$ cat config.mk
export PLATFORM = sky130hd
export DESIGN_NAME = sreg_slave
export DESIGN_NICKNAME = d
export VERILOG_FILES = /design/src/rtl/sreg_pkg.sv /design/src/rtl/sreg_frame_ctr.sv /design/src/rtl/sreg_regbank.sv /design/src/rtl/sreg_sdo_drv.sv /design/src/rtl/sreg_slave.sv
export SDC_FILE = /design/constraint.sdc
export NUM_CORES = 1
export LEC_CHECK = 0
export BUFFER_PORTS_ARGS = -buffer_cell sky130_fd_sc_hd__clkbuf_2
export CORE_ASPECT_RATIO = 1.75
export CORE_MARGIN = 4
export CORE_UTILIZATION = 39
export CTS_CLUSTER_DIAMETER = 50
export DETAILED_ROUTE_END_ITERATION = 8
export SYNTH_ARGS = -nofsm -noshare
export SYNTH_HDL_FRONTEND = slang
export SYNTH_HIERARCHICAL = 1
export SYNTH_SLANG_ARGS = --single-unit
$ cat constraint.sdc
create_clock -name clk -period 2.4 [get_ports clk]
set_clock_uncertainty 0.05 [all_clocks]
set_input_delay 0.24 -clock clk [delete_from_list [all_inputs] [get_ports clk]]
set_output_delay 0.24 -clock clk [all_outputs]
set_load 0.005 [all_outputs]
$ cat src/rtl/sreg_pkg.sv
package sreg_pkg;

  // Kind of bit carried by the rising edge that is currently due.
  typedef enum logic [2:0] {
    PH_OFF,
    PH_DIR,
    PH_ADDR,
    PH_GAP,
    PH_DATA
  } phase_e;

  // Edge count of one complete frame.
  function automatic int frame_len(input int addr_w, input int gap_w, input int wr_w);
    return 1 + addr_w + gap_w + wr_w;
  endfunction

endpackage

$ cat src/rtl/sreg_frame_ctr.sv
module sreg_frame_ctr #(
  parameter int ADDR_W = 3,
  parameter int GAP_W  = 4,
  parameter int WR_W   = 8,
  parameter int CNT_W  = 5
) (
  input  logic              clk,
  input  logic              rst,
  input  logic              cs_n,
  input  logic              sdi,
  output logic [CNT_W-1:0]  cnt,
  output logic              rw,
  output logic [ADDR_W-1:0] addr,
  output logic              wr_en,
  output logic [WR_W-1:0]   wr_data
);
  import sreg_pkg::*;

  localparam int HDR_END    = 1 + ADDR_W;
  localparam int DATA_START = HDR_END + GAP_W;
  localparam int FRAME      = DATA_START + WR_W;
  localparam logic [CNT_W-1:0] C_HDR   = CNT_W'(HDR_END);
  localparam logic [CNT_W-1:0] C_START = CNT_W'(DATA_START);
  localparam logic [CNT_W-1:0] C_FRAME = CNT_W'(FRAME);
  localparam logic [CNT_W-1:0] C_LAST  = CNT_W'(FRAME - 1);

  phase_e          phase;
  logic [WR_W-2:0] wsh;

  // The phase depends on how many rising edges the frame has seen so far.
  always_comb begin
    if (cs_n || cnt >= C_FRAME) phase = PH_OFF;
    else if (cnt == '0)         phase = PH_DIR;
    else if (cnt < C_HDR)       phase = PH_ADDR;
    else if (cnt < C_START)     phase = PH_GAP;
    else                        phase = PH_DATA;
  end

  always_ff @(posedge clk) begin
    if (rst) begin
      cnt  <= '0;
      rw   <= 1'b0;
      addr <= '0;
      wsh  <= '0;
    end else if (cs_n) begin
      cnt <= '0;
    end else begin
      if (cnt != C_FRAME) cnt <= cnt + 1'b1;
      case (phase)
        PH_DIR:  rw   <= sdi;
        PH_ADDR: addr <= {sdi, addr[ADDR_W-1:1]};
        PH_DATA: wsh  <= {sdi, wsh[WR_W-2:1]};
        default: ;
      endcase
    end
  end

  // The commit happens only on the last edge of a write frame that ran to the end.
  assign wr_en   = (phase == PH_DATA) && (cnt == C_LAST) && !rw;
  assign wr_data = {sdi, wsh};

  assert_cnt_clear_R9: assert property (@(posedge clk) disable iff (rst)
    $past(cs_n) |-> (cnt == '0));

  assert_cnt_bound_R9: assert property (@(posedge clk) disable iff (rst)
    cnt <= C_FRAME);

  assert_write_at_end_R5: assert property (@(posedge clk) disable iff (rst)
    wr_en |=> (cnt == C_FRAME));

endmodule

$ cat src/rtl/sreg_regbank.sv
module sreg_regbank #(
  parameter int ADDR_W = 3,
  parameter int WR_W   = 8
) (
  input  logic              clk,
  input  logic              rst,
  input  logic              wr_en,
  input  logic [ADDR_W-1:0] addr,
  input  logic [WR_W-1:0]   wr_data,
  output logic [WR_W-1:0]   rd_q
);
  localparam int NREG = 1 << ADDR_W;

  logic [WR_W-1:0] mem [NREG];

  always_ff @(posedge clk) begin
    if (rst) begin
      for (int i = 0; i < NREG; i++) mem[i] <= '0;
      rd_q <= '0;
    end else begin
      if (wr_en) mem[addr] <= wr_data;
      rd_q <= mem[addr];
    end
  end

  assert_no_write_in_reset_R1: assert property (@(posedge clk)
    rst |-> !wr_en);

endmodule

$ cat src/rtl/sreg_sdo_drv.sv
module sreg_sdo_drv #(
  parameter int WR_W       = 8,
  parameter int RD_W       = 5,
  parameter int DATA_START = 8,
  parameter int CNT_W      = 5
) (
  input  logic             clk,
  input  logic             rst,
  input  logic             cs_n,
  input  logic             rw,
  input  logic [CNT_W-1:0] cnt,
  input  logic [WR_W-1:0]  rd_q,
  output logic             sdo,
  output logic             sdo_oe
);
  localparam logic [CNT_W-1:0] C_START = CNT_W'(DATA_START);
  localparam logic [CNT_W-1:0] C_END   = CNT_W'(DATA_START + RD_W);

  logic [WR_W-1:0] sh;

  // Launches on falling edges, half a period ahead of the controller's sample.
  always_ff @(negedge clk) begin
    if (rst || cs_n) begin
      sdo_oe <= 1'b0;
      sh     <= '0;
    end else if (rw && cnt == C_START) begin
      sdo_oe <= 1'b1;
      sh     <= rd_q;
    end else if (sdo_oe && cnt < C_END) begin
      sh <= {1'b0, sh[WR_W-1:1]};
    end else begin
      sdo_oe <= 1'b0;
      sh     <= '0;
    end
  end

  assign sdo = sh[0];

  assert_oe_window_R7: assert property (@(posedge clk) disable iff (rst)
    sdo_oe |-> (rw && cnt >= C_START && cnt < C_END));

  assert_oe_reset_R1: assert property (@(posedge clk)
    $past(rst) |-> !sdo_oe);

endmodule

$ cat src/rtl/sreg_slave.sv
module sreg_slave #(
  parameter int ADDR_W = 3,
  parameter int GAP_W  = 4,
  parameter int WR_W   = 8,
  parameter int RD_W   = 5
) (
  input  logic clk,
  input  logic rst,
  input  logic cs_n,
  input  logic sdi,
  output logic sdo,
  output logic sdo_oe
);
  localparam int FRAME      = sreg_pkg::frame_len(ADDR_W, GAP_W, WR_W);
  localparam int DATA_START = 1 + ADDR_W + GAP_W;
  localparam int CNT_W      = $clog2(FRAME + 1);

  logic [CNT_W-1:0]  cnt;
  logic              rw;
  logic [ADDR_W-1:0] addr;
  logic              wr_en;
  logic [WR_W-1:0]   wr_data;
  logic [WR_W-1:0]   rd_q;

  sreg_frame_ctr #(
    .ADDR_W(ADDR_W), .GAP_W(GAP_W), .WR_W(WR_W), .CNT_W(CNT_W)
  ) u_ctr (
    .clk(clk), .rst(rst), .cs_n(cs_n), .sdi(sdi),
    .cnt(cnt), .rw(rw), .addr(addr), .wr_en(wr_en), .wr_data(wr_data)
  );

  sreg_regbank #(
    .ADDR_W(ADDR_W), .WR_W(WR_W)
  ) u_bank (
    .clk(clk), .rst(rst), .wr_en(wr_en), .addr(addr),
    .wr_data(wr_data), .rd_q(rd_q)
  );

  sreg_sdo_drv #(
    .WR_W(WR_W), .RD_W(RD_W), .DATA_START(DATA_START), .CNT_W(CNT_W)
  ) u_drv (
    .clk(clk), .rst(rst), .cs_n(cs_n), .rw(rw), .cnt(cnt),
    .rd_q(rd_q), .sdo(sdo), .sdo_oe(sdo_oe)
  );

  assert_abort_no_write_R8: assert property (@(posedge clk) disable iff (rst)
    wr_en |-> !cs_n);

endmodule

==> results.yml <==
critical_path:
  cp-startpoint: "u_ctr/cnt[1]"
  critPathRequiredTime_ns: 1.47
  critPathLaunchType: "flop"
  rr_worst_depth: 4
  path_depth: 4
  endpoint: "u_drv/sh[3]"
  endpoint_kind: "flop"
  critPathTopFamily: "simple AND/OR/NAND/NOR gates"
  r2r_start: "u_ctr/cnt[1]"
  slowest_stage: "dfxtp_2"
  rrSetupSlack_ns: 0.05
  crit_chain: "o211ai_1 -> and3b_2 -> nand3_1 -> a21oi_1"
  path_buf_inv: 0
  critPathMaxStageDelay_ns: 0.34
  crit_fanout: 8
  crit_type: "reg2reg"
  r2r-end: "u_drv/sh[3]"
  cp.arrival_ns: 1.42
finish:
  seq_area_um2: 2586
  area_delta_synth_final_pct: 13.62
  nNetsFinal: 373
  n_antenna_cell: 0
  drive_above_1_share_pct: 17.25
  mostFrequentLayoutCells: "64 x and2_1, 64 x edfxtp_1, 44 x mux2i_1"
  fill_cells: 989
  multiInputGateArea_um2: 1594
clock_tree:
  cts_max_path_buffers: 2
  htreeDepth: 3
  cts_sinks: 97
  insertion_delay_ns: 0.34
  clk_pin_slew_ns: 0.07
  cts_tree: "yes"
  root_buffer: "clkbuf_16"
  cts_buffers: 9
timing:
  holdWs_ns: 0.1759
  hold_viol: 0
  fin_crit_ns: 2.351
  rsz0062_at_grt: "yes"
  max_slew_margin_pct: 72.17
  post-route-period-util_pct: 97.94
  setup_viol: 0
  fin_ws_ns: 0.04940
  tightest_slew_ns: 0.4169
  fmax_mhz: 428.3
  final_max_slew_viol_count: 0
die:
  rows: 50
  dieArea_um2: 12730
  num_io_pins: 6
  initial_core_util_pct: 39.85
  die-height_um: 146.3
  core_area_um2: 10700
  fp.dieW_um: 87.03
drt:
  post_drt_wl_per_cell_um: 16.62
  vias_per_cell: 4.996
  ant_nets: 0
  drt-initial-drc-count: 105
  dr.pass1.iters: 4
  dr_wl_met3_um: 158
  route.detailed.drc: 0
  met1_length_mm: 3.177
  route.met2.wl_mm: 4.845
  top_layer_used: "met4"
  vias: 2503
  wirelength_mm: 8.328
placed_design:
  gp_congestion: 0.7873
  place_ws_ns: -0.03831
  io_buffers: 5
  hpwl_mm: 6.241
synth:
  synth_cell_type_count: 35
  avgSynthCellArea_um2: 12.65
  yosysWarnings: 6
  seq_area_frac_synth_pct: 60.58
  ys_ff_latch: 97
  syn_nets: 344
  syn_area_um2: 4263
  synthCells: 337
global_route:
  gr-total-overflow: 0
  grt_pass1_wl_mm: 13.70
  grt_pass1_vias: 2658
  grtUsageTotal_pct: 14.36
  grt_max_degree: 36
  antenna_found_initial: 0
power:
  ir_worst_vdd_mv: 0.4929
  power.leakage_nw: 1.675
  total_power_mw: 3.357
  power.density_nw_per_um2: 693.2
run:
  drv_cap: 0
min_path:
  hp-class: "in2reg"
outcome:
  outcome: "finished, final reports clean"
## kinds of logic (layout without fill, tap and decap cells)
kind of cell / count (synthesis) / count (layout) / share of synthesized area (%)
AND/OR/NAND/NOR: 139 / 139 / 19.87
flip-flops: 97 / 97 / 60.58
multiplexers: 44 / 44 / 10.33
AO/OA/AOI/OAI: 32 / 32 / 5.224
buffers and inverters: 19 / 53 / 2.495
adder cells (fa/ha/maj): 3 / 3 / 0.8806
XOR/XNOR: 3 / 3 / 0.6165
## cell type report
class | count | area share (%)
well taps | 130 | 3.358
flip-flops and latches | 97 | 53.40
clock inverters | 16 | 1.912
repair buffers | 24 | 3.462
multi-input cells | 221 | 32.91
inverters | 4 | 0.3100
clock buffers | 9 | 4.650
## worst min path at each step
stage           startpoint  slack (ns)            to  cells past startpoint
6_report              cs_n        0.18  u_ctr/cnt[0]                      3
5_1_grt               cs_n        0.19  u_ctr/cnt[4]                      3
4_1_cts               cs_n        0.17  u_ctr/cnt[0]                      3
3_5_place_dp   u_drv/sh[4]        0.40   u_drv/sh[3]                      2
3_3_place_gp   u_drv/sh[2]        0.39   u_drv/sh[1]                      2
2_1_floorplan         cs_n        0.27  u_ctr/cnt[2]                      1
## registers in the layout, indices dropped and copies added, names as in the netlist
| name | flops |
|---|---|
| u_ctr/addr | 3 |
| u_ctr/rw | 1 |
| u_ctr/cnt | 5 |
| u_drv/sdo_oe | 1 |
| u_bank/rd_q | 8 |
| u_ctr/wsh | 7 |
| u_bank/mem | 64 |
| u_drv/sh | 8 |
## power by group
group / total [mW] / internal, mW / switching [mW]
clock: 1.39 / 0.736 / 0.659
sequential: 1.85 / 1.83 / 0.0206
combinational: 0.108 / 0.0402 / 0.0677
## per-stage QoR
step / instance area, um2 / setup TNS [ns] / utilization (%) / instances
floorplan: 4263 / 0 / - / 337
global placement: 4499 / -0.06917 / 42.06 / 476
detailed placement: 4499 / -0.4644 / 42.06 / 476
CTS: 4820 / 0 / 45.05 / 500
global route: 4843 / -0.06016 / 45.27 / 501
finish: 4843 / 0 / 45.27 / 501
## Yosys cell counts
cell | number | area share [%]
and2_1 | 64 | 9.4
edfxtp_1 | 64 | 45
mux2i_1 | 44 | 10
dfxtp_1 | 33 | 15
nor2_1 | 16 | 1.4
o22a_1 | 16 | 3.3
a21oi_1 | 15 | 1.8
nand2_1 | 9 | 0.79
nand2b_1 | 9 | 1.3
nand3_1 | 9 | 1.1
or2_2 | 8 | 1.2
nor3_1 | 6 | 0.70
buf_4 | 5 | 0.88
clkbuf_1 | 5 | 0.44
inv_1 | 5 | 0.44
ha_1 | 3 | 0.88
nor2_4 | 3 | 0.79
and3b_1 | 2 | 0.41
buf_6 | 2 | 0.53
nand3b_1 | 2 | 0.35
or2_1 | 2 | 0.29
xnor2_1 | 2 | 0.41
and3_1 | 1 | 0.15
and4_1 | 1 | 0.21
and4bb_2 | 1 | 0.29
buf_1 | 1 | 0.088
buf_2 | 1 | 0.12
nand4_2 | 1 | 0.29
nor2b_1 | 1 | 0.15
nor3_4 | 1 | 0.38
nor3b_2 | 1 | 0.29
nor4_1 | 1 | 0.15
o211ai_1 | 1 | 0.18
or3b_4 | 1 | 0.26
xor2_1 | 1 | 0.21
## worst reg2reg max path: cells and delay by family, from the launching register on
family | cells | cell delay, ns
compound gates | 2 | 0.31
flops | 1 | 0.34
simple gates | 2 | 0.42
## repair_timing
item	4_1_cts	5_1_grt
endpoints found under the setup margin	22	56
pin swaps	0	3
buffers inserted	0	1
resized for setup	3	7
hold buffers	0	0
## layer usage
layer | GRT usage (%) | vias up
li1 | - | 1255
met1 | 15.16 | 1222
met2 | 26.86 | 17
met3 | 2.880 | 9
met4 | 5.616 | 0
met5 | 0 | -
Power figures use the tool's default switching activity.
